===== config.mk =====
export PLATFORM = sky130hd
export DESIGN_NAME = xts_keyslot_ctrl
export DESIGN_NICKNAME = d
export VERILOG_FILES = /design/src/rtl/xts_ks_pkg.sv /design/src/rtl/xts_ks_decode.sv /design/src/rtl/xts_ks_key_store.sv /design/src/rtl/xts_ks_stream_ctx.sv /design/src/rtl/xts_keyslot_ctrl.sv
export SDC_FILE = /design/constraint.sdc
export NUM_CORES = 2
export LEC_CHECK = 0
export BUFFER_PORTS_ARGS = -buffer_cell sky130_fd_sc_hd__buf_2
export CORE_ASPECT_RATIO = 0.5
export CORE_MARGIN = 2
export CORE_UTILIZATION = 33
export DETAILED_ROUTE_END_ITERATION = 10
export SLEW_MARGIN = 40
export SYNTH_ARGS = -nofsm -noshare
export SYNTH_HDL_FRONTEND = slang
export SYNTH_SLANG_ARGS = --single-unit

===== constraint.sdc =====
create_clock -name clk -period 10.85 [get_ports clk]
set_clock_uncertainty 0.2 [all_clocks]
set_input_delay 0.5425 -clock clk [delete_from_list [all_inputs] [get_ports clk]]
set_output_delay 0.5425 -clock clk [all_outputs]
set_load 0.01 [all_outputs]

===== src/rtl/xts_ks_pkg.sv =====
package xts_ks_pkg;

    parameter int CHAN_W      = 10;
    parameter int PROFILE_W   = 3;
    parameter int KEY_W       = 256;
    parameter int SHORT_KEY_W = 128;
    parameter int IV_W        = 128;
    parameter int DATA_W      = 128;
    parameter int KEEP_W      = DATA_W / 8;
    parameter int BUS_W       = KEY_W;

    parameter logic [PROFILE_W-1:0] PROFILE_TWEAKED = 3'd2;

    typedef enum logic [2:0] {
        OP_NONE,
        OP_BYPASS,
        OP_KEY,
        OP_START,
        OP_KEY_START,
        OP_DATA
    } beat_op_e;

    typedef struct packed {
        logic              valid;
        logic              bypass;
        logic [CHAN_W-1:0] chan;
        logic              dir;
        logic              key_long;
        logic [KEY_W-1:0]  key;
        logic [IV_W-1:0]   tweak;
        logic [DATA_W-1:0] data;
        logic              sos;
        logic              last;
        logic [KEEP_W-1:0] keep;
    } out_beat_t;

    typedef struct packed {
        logic busy;
        logic key_size;
        logic no_key;
        logic bad_chan;
        logic no_stream;
    } err_t;

    function automatic logic [KEY_W-1:0] fit_key(input logic [KEY_W-1:0] raw,
                                                 input logic is_long);
        logic [KEY_W-1:0] mask;
        mask = is_long ? '1 : {{(KEY_W-SHORT_KEY_W){1'b0}}, {SHORT_KEY_W{1'b1}}};
        return raw & mask;
    endfunction

endpackage


===== src/rtl/xts_ks_decode.sv =====
module xts_ks_decode
    import xts_ks_pkg::*;
#(
    parameter int NUM_SLOTS = 4,
    localparam int SLOT_W = (NUM_SLOTS > 1) ? $clog2(NUM_SLOTS) : 1
) (
    input  logic                 valid,
    input  logic [PROFILE_W-1:0] profile,
    input  logic [CHAN_W-1:0]    chan,
    input  logic                 key_en,
    input  logic                 iv_en,
    input  logic                 data_en,
    output beat_op_e             op,
    output logic                 in_range,
    output logic [SLOT_W-1:0]    idx
);

    always_comb begin
        if (!valid)                        op = OP_NONE;
        else if (profile != PROFILE_TWEAKED) op = OP_BYPASS;
        else if (key_en && iv_en)          op = OP_KEY_START;
        else if (key_en)                   op = OP_KEY;
        else if (iv_en)                    op = OP_START;
        else if (data_en)                  op = OP_DATA;
        else                               op = OP_NONE;
    end

    assign in_range = (chan < CHAN_W'(NUM_SLOTS));
    assign idx      = chan[SLOT_W-1:0];

endmodule


===== src/rtl/xts_ks_key_store.sv =====
module xts_ks_key_store
    import xts_ks_pkg::*;
#(
    parameter int NUM_SLOTS = 4,
    localparam int SLOT_W = (NUM_SLOTS > 1) ? $clog2(NUM_SLOTS) : 1
) (
    input  logic                 clk,
    input  logic                 rst,
    input  logic                 wr_en,
    input  logic [SLOT_W-1:0]    wr_idx,
    input  logic [KEY_W-1:0]     wr_key,
    input  logic                 wr_long,
    input  logic [NUM_SLOTS-1:0] lock,
    input  logic [SLOT_W-1:0]    rd_idx,
    output logic [KEY_W-1:0]     rd_key,
    output logic                 rd_long,
    output logic                 rd_prog
);

    logic [KEY_W-1:0]     key_q  [NUM_SLOTS];
    logic [NUM_SLOTS-1:0] long_q;
    logic [NUM_SLOTS-1:0] prog_q;

    for (genvar s = 0; s < NUM_SLOTS; s++) begin : g_slot
        always_ff @(posedge clk) begin
            if (rst) begin
                key_q[s]  <= '0;
                long_q[s] <= 1'b0;
                prog_q[s] <= 1'b0;
            end else if (wr_en && (wr_idx == SLOT_W'(s))) begin
                key_q[s]  <= fit_key(wr_key, wr_long);
                long_q[s] <= wr_long;
                prog_q[s] <= 1'b1;
            end
        end

        // A slot whose stream is open must hold its key across the edge
        assert_locked_slot_R8: assert property (@(posedge clk) disable iff (rst)
            lock[s] |=> $stable(key_q[s]) && $stable(long_q[s]))
            else $error("locked slot %0d changed", s);
    end

    assign rd_key  = key_q[rd_idx];
    assign rd_long = long_q[rd_idx];
    assign rd_prog = prog_q[rd_idx];

endmodule


===== src/rtl/xts_ks_stream_ctx.sv =====
module xts_ks_stream_ctx
    import xts_ks_pkg::*;
#(
    parameter int NUM_SLOTS = 4,
    localparam int SLOT_W = (NUM_SLOTS > 1) ? $clog2(NUM_SLOTS) : 1
) (
    input  logic                 clk,
    input  logic                 rst,
    input  logic                 start,
    input  logic [SLOT_W-1:0]    start_idx,
    input  logic [IV_W-1:0]      start_tweak,
    input  logic                 data_fire,
    input  logic [SLOT_W-1:0]    data_idx,
    input  logic                 data_last,
    output logic [NUM_SLOTS-1:0] open_vec,
    output logic                 rd_first,
    output logic [IV_W-1:0]      rd_tweak
);

    logic [NUM_SLOTS-1:0] open_q;
    logic [NUM_SLOTS-1:0] first_q;
    logic [IV_W-1:0]      tweak_q [NUM_SLOTS];

    for (genvar s = 0; s < NUM_SLOTS; s++) begin : g_ctx
        logic hit_start;
        logic hit_data;
        assign hit_start = start && (start_idx == SLOT_W'(s));
        assign hit_data  = data_fire && (data_idx == SLOT_W'(s));

        always_ff @(posedge clk) begin
            if (rst) begin
                open_q[s]  <= 1'b0;
                first_q[s] <= 1'b0;
                tweak_q[s] <= '0;
            end else if (hit_start) begin
                open_q[s]  <= 1'b1;
                first_q[s] <= 1'b1;
                tweak_q[s] <= start_tweak;
            end else if (hit_data) begin
                first_q[s] <= 1'b0;
                if (data_last) open_q[s] <= 1'b0;
            end
        end

        // A channel only opens on a stream-start request for it
        assert_open_from_start_R6: assert property (@(posedge clk) disable iff (rst)
            $rose(open_q[s]) |-> $past(start && start_idx == SLOT_W'(s)))
            else $error("channel %0d opened without start", s);
    end

    assign open_vec = open_q;
    assign rd_first = first_q[data_idx];
    assign rd_tweak = tweak_q[data_idx];

endmodule


===== src/rtl/xts_keyslot_ctrl.sv =====
module xts_keyslot_ctrl
    import xts_ks_pkg::*;
#(
    parameter int NUM_SLOTS = 4
) (
    input  logic                 clk,
    input  logic                 rst,
    input  logic                 in_valid,
    input  logic [PROFILE_W-1:0] in_profile,
    input  logic [CHAN_W-1:0]    in_chan,
    input  logic                 in_alg,
    input  logic                 in_dir,
    input  logic                 in_key_long,
    input  logic                 in_key_en,
    input  logic                 in_iv_en,
    input  logic                 in_data_en,
    input  logic                 in_last,
    input  logic [KEEP_W-1:0]    in_keep,
    input  logic [BUS_W-1:0]     in_data,
    output logic                 out_valid,
    output logic                 out_bypass,
    output logic [CHAN_W-1:0]    out_chan,
    output logic                 out_dir,
    output logic                 out_key_long,
    output logic [KEY_W-1:0]     out_key,
    output logic [IV_W-1:0]      out_tweak,
    output logic [DATA_W-1:0]    out_data,
    output logic                 out_sos,
    output logic                 out_last,
    output logic [KEEP_W-1:0]    out_keep,
    output logic                 err_busy,
    output logic                 err_key_size,
    output logic                 err_no_key,
    output logic                 err_bad_chan,
    output logic                 err_no_stream
);

    localparam int SLOT_W = (NUM_SLOTS > 1) ? $clog2(NUM_SLOTS) : 1;

    beat_op_e             op;
    logic                 in_range;
    logic [SLOT_W-1:0]    idx;
    logic [NUM_SLOTS-1:0] open_vec;
    logic [KEY_W-1:0]     rd_key;
    logic                 rd_long;
    logic                 rd_prog;
    logic                 rd_first;
    logic [IV_W-1:0]      rd_tweak;

    xts_ks_decode #(.NUM_SLOTS(NUM_SLOTS)) u_decode (
        .valid    (in_valid),
        .profile  (in_profile),
        .chan     (in_chan),
        .key_en   (in_key_en),
        .iv_en    (in_iv_en),
        .data_en  (in_data_en),
        .op       (op),
        .in_range (in_range),
        .idx      (idx)
    );

    // Per-beat classification
    logic busy, key_req, start_req, uses_slot;
    logic key_busy, key_size_bad, key_wr;
    logic start_busy, start_base, start_no_key, start_go;
    logic data_req, data_fire, data_orphan;

    assign busy      = in_range && open_vec[idx];
    assign key_req   = (op == OP_KEY) || (op == OP_KEY_START);
    assign start_req = (op == OP_START) || (op == OP_KEY_START);
    assign data_req  = (op == OP_DATA);
    assign uses_slot = key_req || start_req || data_req;

    assign key_busy     = key_req && in_range && busy;
    assign key_size_bad = key_req && in_range && !busy && in_alg && in_key_long;
    assign key_wr       = key_req && in_range && !busy && !key_size_bad;

    assign start_busy   = (op == OP_START) && busy;
    assign start_base   = start_req && in_range && !busy && !key_size_bad;
    assign start_no_key = start_base && !(rd_prog || key_wr);
    assign start_go     = start_base && (rd_prog || key_wr);

    assign data_fire    = data_req && busy;
    assign data_orphan  = data_req && in_range && !busy;

    xts_ks_key_store #(.NUM_SLOTS(NUM_SLOTS)) u_keys (
        .clk     (clk),
        .rst     (rst),
        .wr_en   (key_wr),
        .wr_idx  (idx),
        .wr_key  (in_data),
        .wr_long (in_key_long),
        .lock    (open_vec),
        .rd_idx  (idx),
        .rd_key  (rd_key),
        .rd_long (rd_long),
        .rd_prog (rd_prog)
    );

    xts_ks_stream_ctx #(.NUM_SLOTS(NUM_SLOTS)) u_ctx (
        .clk         (clk),
        .rst         (rst),
        .start       (start_go),
        .start_idx   (idx),
        .start_tweak (in_data[IV_W-1:0]),
        .data_fire   (data_fire),
        .data_idx    (idx),
        .data_last   (in_last),
        .open_vec    (open_vec),
        .rd_first    (rd_first),
        .rd_tweak    (rd_tweak)
    );

    // Output beat and error assembly
    out_beat_t beat_d, beat_q;
    err_t      err_d, err_q;

    always_comb begin
        beat_d = '0;
        if (op == OP_BYPASS) begin
            beat_d.valid  = 1'b1;
            beat_d.bypass = 1'b1;
            beat_d.chan   = in_chan;
            beat_d.dir    = in_dir;
            beat_d.data   = in_data[DATA_W-1:0];
            beat_d.last   = in_last;
            beat_d.keep   = in_keep;
        end else if (data_fire) begin
            beat_d.valid    = 1'b1;
            beat_d.chan     = in_chan;
            beat_d.dir      = in_dir;
            beat_d.key_long = rd_long;
            beat_d.key      = rd_key;
            beat_d.tweak    = rd_tweak;
            beat_d.data     = in_data[DATA_W-1:0];
            beat_d.sos      = rd_first;
            beat_d.last     = in_last;
            beat_d.keep     = in_keep;
        end
    end

    always_comb begin
        err_d           = '0;
        err_d.bad_chan  = uses_slot && !in_range;
        err_d.busy      = key_busy || start_busy;
        err_d.key_size  = key_size_bad;
        err_d.no_key    = start_no_key;
        err_d.no_stream = data_orphan;
    end

    always_ff @(posedge clk) begin
        if (rst) begin
            beat_q <= '0;
            err_q  <= '0;
        end else begin
            beat_q <= beat_d;
            err_q  <= err_d;
        end
    end

    assign out_valid     = beat_q.valid;
    assign out_bypass    = beat_q.bypass;
    assign out_chan      = beat_q.chan;
    assign out_dir       = beat_q.dir;
    assign out_key_long  = beat_q.key_long;
    assign out_key       = beat_q.key;
    assign out_tweak     = beat_q.tweak;
    assign out_data      = beat_q.data;
    assign out_sos       = beat_q.sos;
    assign out_last      = beat_q.last;
    assign out_keep      = beat_q.keep;
    assign err_busy      = err_q.busy;
    assign err_key_size  = err_q.key_size;
    assign err_no_key    = err_q.no_key;
    assign err_bad_chan  = err_q.bad_chan;
    assign err_no_stream = err_q.no_stream;

    assert_err_onehot_R11: assert property (@(posedge clk) disable iff (rst)
        $onehot0({err_busy, err_key_size, err_no_key, err_bad_chan, err_no_stream}))
        else $error("several error pulses at once");

    assert_key_size_cause_R5: assert property (@(posedge clk) disable iff (rst)
        !$fell(rst) && err_key_size |-> $past(in_alg && in_key_long && in_key_en))
        else $error("key size error without a long key request");

    assert_bypass_clean_R2: assert property (@(posedge clk) disable iff (rst)
        out_valid && out_bypass |-> !out_sos && !out_key_long && (out_key == '0) && (out_tweak == '0))
        else $error("bypass beat carries cipher context");

    assert_payload_has_stream_R9: assert property (@(posedge clk) disable iff (rst)
        out_valid && !out_bypass |-> !(err_no_stream || err_bad_chan))
        else $error("payload emitted alongside rejection");

endmodule


### Word level (Yosys, flattened, before mapping)

Memory sizes are Yosys's and may differ from the RTL's.
Cells that the tools add are included.

* bitwise logic cells: 10
* reductions and logical operators: 54
* order comparisons: 2
* mux-type cells: 73
* equality and inequality tests: 9

Operator list (number)
* $mux 256: 5
* $mux 128: 5
* $mux 542: 1
* $and 256x256->256: 1
* $mux 1: 50
* $logic_and 1x1->1: 30
* $mux 3: 6
* $mux 17: 1
* $reduce_bool 2->1: 8
* $mux 11: 1
* $lt 10x3->1 const B: 1
* $bmux 1 s2: 4
* $or 1x1->1: 8
* $reduce_and 2->1: 4
* $eq 3x2->1 const B: 2
* $eq 3x3->1 const B: 2
* $logic_or 1x1->1: 6
* $eq 2x2->1 const B: 2
* $logic_not 1->1: 4
* $eq 3x1->1 const B: 1
* $lt 2x3->1 const B: 1
* $ne 3x2->1 const B: 1
* $reduce_or 3->1: 1
* $eq 2x1->1 const B: 1
* other kinds (2): 2

* input port bits: 295
* bits in registers: 565
* memories kept: 2
* memory bits (writable): 1536
* output and inout bits: 549

Memory list
* u_keys.key_q: depth 4, bits a word 256, rd ports 1, clocked after memory_dff 0, write ports 4, line xts_ks_key_store.sv:20 `logic [KEY_W-1:0] key_q [NUM_SLOTS];`
* u_ctx.tweak_q: depth 4, bits a word 128, rd ports 1, clocked after memory_dff 0, write ports 4, line xts_ks_stream_ctx.sv:22 `logic [IV_W-1:0] tweak_q [NUM_SLOTS];`

### Depth between registers and ports, before layout

* depth in word-level cells: 21
* gate-level depth with buffers: 10
* mapped depth without buffers: 5

### Modules after synthesis

Synthesis repeated with hierarchy kept, for this count alone.

* cell total of the unflattened synthesis: 5310
* area total of the unflattened synthesis: 80817.5 um^2

Modules (own cells, without submodules)
* xts_ks_key_store: cells an instance 2819, instances 1, area an instance 43192.7 um^2
* xts_ks_stream_ctx: cells an instance 1277, instances 1, area an instance 22345.2 um^2
* xts_keyslot_ctrl: cells an instance 1198, instances 1, area an instance 15183.3 um^2
* xts_ks_decode: cells an instance 16, instances 1, area an instance 96.3 um^2

### Worst setup path before layout

OpenSTA, ideal clock, no wires.

* path kind: input to register
* from: input in_profile[0]
* to: memory u_keys.key_q[3][0] (enable)
* path slack: 2.139 ns
* cell stages on the path: 5
* data required time: 9.986 ns
* buffers on the path: 1
* arrival time: 7.847 ns
* cell sequence: or4bb_1 clkbuf_1 nor4_2 nand4_1 nand2b_1

RTL lines
* start, declared: line xts_keyslot_ctrl.sv:9 `input logic [PROFILE_W-1:0] in_profile,`
* end, declared: line xts_ks_key_store.sv:20

==> impl_metrics.yaml <==
outcome:
  status: "finished, final reports clean"
logic_synthesis:
  syn_nets: 5948
  synth_xor_area_share_pct: 0.0103
  syn_area_um2: 85100
  synth_compound_area_share_pct: 0.284
  synth_fa_ha_area_share_pct: 0.0147
  synthMuxAreaShare_pct: 10.3
  async_reset_ff_share_pct: 0
  ys_seq_area_share_pct: 67.5
  synthSimpleGateAreaFrac_pct: 18.0
  yosysUniqueCellTypes: 41
  synth_flop_cell: "edfxtp_1"
  synthCells: 5652
  ys_ff_latch: 2101
  synth_area_per_cell_um2: 15.1
  ys_warn_count: 0
  synth_edf_count: 1536
  synth_top_family_by_area: "simple AND/OR/NAND/NOR gates"
power_and_ir_drop:
  pwr_density_cell_nw_per_um2: 168
  p_total_mw: 17.1
  power.leakage_nw: 34.6
  ir_worst_vdd_v: 0.000125
clocking:
  insertion_delay_ns: 0.82
  cts.repair.resized: 0
  cts_made_buffers: 197
  cts_tree: "done"
  root_buffer: "clkbuf_16"
  clockBufferDepth: 4
  htree_levels: 4
  numClockSinks: 2101
  cts.clk_slew.worst_paths_ns: 0.06
route:
  routed_via_density: 5.19
  routed_wl_um: 251000
  routed-via-count: 52300
  drt_iter0_drc: 4163
  wire_per_inst_um: 24.9
  firstDrtPassIters: 8
  ant_nets: 0
  drc: 0
setup_path:
  reg2reg_slack_ns: 6.41
  max_stage_delay_ns: 0.75
  critPathBufInv: 4
  crit_required_ns: 11.05
  worstPathCellList: "dlygate4sd3_1 -> buf_2 -> or4bb_1 -> nor4_2 -> nand4_1 -> nand2b_4 -> buf_4 -> buf_4"
  critPathLaunchType: "input pin"
  cp_top_family: "simple AND/OR/NAND/NOR gates"
  cp.arrival_ns: 5.07
  r2r_end: "u_keys.key_q[0][93]$_SDFFCE_PN0P_"
  critPathSlowestCell: "nor4_2"
  path_class: "input pin to flop"
  critical_path.startpoint: "in_profile[0]"
  r2r_cells: 6
  critPathMaxFanout: 39
  worstReg2RegStart: "u_ctx.open_vec[3]$_SDFFE_PP0P_"
  end_kind: "flop"
  critPathMostFrequentCell: "buf_4"
hold_path:
  holdPathEnd: "out_key[59]$_SDFF_PP0_"
  hold_depth: 3
  min_from: "in_chan[1]"
  hold_path.class: "input pin to flop"
cells_and_area:
  drive_gt1_share_pct: 29.3
  nets: 6805
  synthToLayoutAreaGrowth_pct: 19.4
  n_fill_cell: 23800
grt:
  grt_pass1_wl_um: 363000
  grt_overflow: 0
  grt_max_degree: 201
  grt_pass1_vias: 52800
  antenna_found_initial: 19
  grt_usage_pct: 18.5
timing:
  report.final.slew_viol_count: 0
  max_slew_margin_pct: 39.5
  fin_setup_tns_ns: 0
  max_freq_mhz: 205
  post-route-period-util_pct: 44.9
  layout_min_cycle_time_ns: 4.87
  hold_viol_final: 0
  rsz0062_at_grt: "false"
  worstMarginPinSlew_ns: 0.907
  finalWorstSetupSlack_ns: 5.98
  finalSetupViolations: 0
run:
  cap_violations: 0
floorplan:
  coreArea_um2: 256000
  rows: 131
  die_w_um: 722
  start_util_pct: 33.3
  die_area_um2: 262000
  io-pin-count: 844
  die_h_um: 363
placed_design:
  dpl.hpwl_um: 146000
  numPortBuffers: 843
  place_ws_ns: 5.35
  place_congestion: 0.794
## per-layer routing
metal / global-route usage (%) / wire length [um] / up-vias / share of wire, %
met2: 32.1 / 128000 / 1625 / 51
li1: - / - / 23200 / -
met5: 0 / 0 / - / 0
met1: 22.2 / 95900 / 26900 / 38
met3: 2.15 / 10900 / 515 / 4.4
met4: 10.9 / 16500 / 0 / 6.6
## cell families after synthesis
group                    Yosys count
AND/OR/NAND/NOR                 2403
flip-flops                      2101
buffers and inverters            718
multiplexers                     392
AO/OA/AOI/OAI                     36
XOR/XNOR                           1
adder cells (fa/ha/maj)            1
## synthesized netlist by cell type, types with 5 or more instances
cell         n  area share [%]
nor2b_1    388             2.9
nor4_1     727             5.3
buf_6       80             1.1
edfxtp_1  1536              54
buf_1       32            0.14
nand4_1      5           0.037
a21oi_1     14           0.082
and2_1     159             1.2
buf_2       29            0.17
nor2_1     517             2.3
clkbuf_1   445             2.0
mux4_2     388              10
o41ai_1      5           0.051
nand2b_1   146             1.1
dfxtp_1    565              13
a211oi_1     6           0.053
inv_1      132            0.58
nand2_1    136            0.60
nor4_2     301             4.4
## cell usage in the layout, fill, tap and decap left out, types with 5 or more instances in the layout
master and n:
mux4_2 388, edfxtp_1 1536, buf_16 13, diode_2 17
buf_12 18, clkinv_1 13, nand2b_4 11, buf_4 45
nor4_2 301, clkbuf_8 27, buf_2 839, nor4_1 727
clkbuf_16 201, buf_6 38, bufinv_16 13, dlygate4sd3_1 289
a211oi_1 6, nand4_1 5, inv_6 6, nand2_1 135
nand2b_1 135, and2_1 159, inv_1 133, nor2_1 517
dfxtp_1 565, o41ai_1 5, a21oi_1 14, nor2b_1 388
clkbuf_1 54, clkinv_2 29
## per-stage QoR
| step | std cells | utilization (%) | hold slack [ns] | area [um2] |
|---|---|---|---|---|
| final | 10100 | 39.8 | 0.0707 | 102000 |
| after global routing | 10100 | 39.8 | 0.0346 | 102000 |
| after CTS | 10100 | 39.7 | 0.00574 | 101000 |
| after detailed placement | 9405 | 36.1 | 0.237 | 92200 |
| after global placement | 9395 | 35.9 | 0.239 | 91800 |
| after floorplan | 5652 | - | 0.222 | 85100 |
## power by group
part           total, mW  switching [mW]  leakage (nW)  internal, mW
clock               6.96            3.05          3.13          3.92
sequential          8.94          0.0734          19.6          8.87
combinational       1.22           0.762          11.9         0.462
total               17.1            3.88          34.6          13.2
## registers in the layout (all words and copies together), names as in the netlist, 4 cells and up
signal	flops
out_chan	10
out_keep	16
u_ctx.first_q	4
out_tweak	128
u_ctx.tweak_q	512
out_data	128
u_keys.prog_q	4
u_keys.key_q	1024
u_ctx.open_vec	4
out_key	256
u_keys.long_q	4
## worst max path at each step
stage,to,cells past startpoint
4_1_cts,u_ctx.tweak_q[2][46]$_SDFFCE_PN0P_,9
5_1_grt,u_ctx.tweak_q[2][26]$_SDFFCE_PN0P_,9
3_5_place_dp,u_keys.key_q[2][179]$_SDFFCE_PN0P_,8
3_3_place_gp,out_key[220]$_SDFF_PP0_,8
6_report,u_keys.key_q[0][93]$_SDFFCE_PN0P_,8
2_1_floorplan,u_keys.key_q[3][0]$_SDFFCE_PN0P_,5
## timing repair
action	CTS	global route
buffers inserted	0	0
hold buffers	289	0
endpoints found under the hold margin	1172	0
## final cells by class
| class | count | area, um2 | share of cell area [%] |
|---|---|---|---|
| flip-flops and latches | 2101 | 57400 | 56.5 |
| multi-input cells | 2833 | 24500 | 24.1 |
| repair buffers | 1244 | 8610 | 8.46 |
| clock buffers | 286 | 5630 | 5.54 |
| well taps | 3391 | 4240 | 4.17 |
| clock inverters | 70 | 724 | 0.713 |
| inverters | 132 | 495 | 0.487 |
| diodes | 17 | 42.5 | 0.0418 |
## worst min-delay path: stages
cell     delay [ns]
buf_8          0.16
mux4_2         0.23
nor2b_1        0.11
Note: power is estimated with default switching activity, not from simulation.
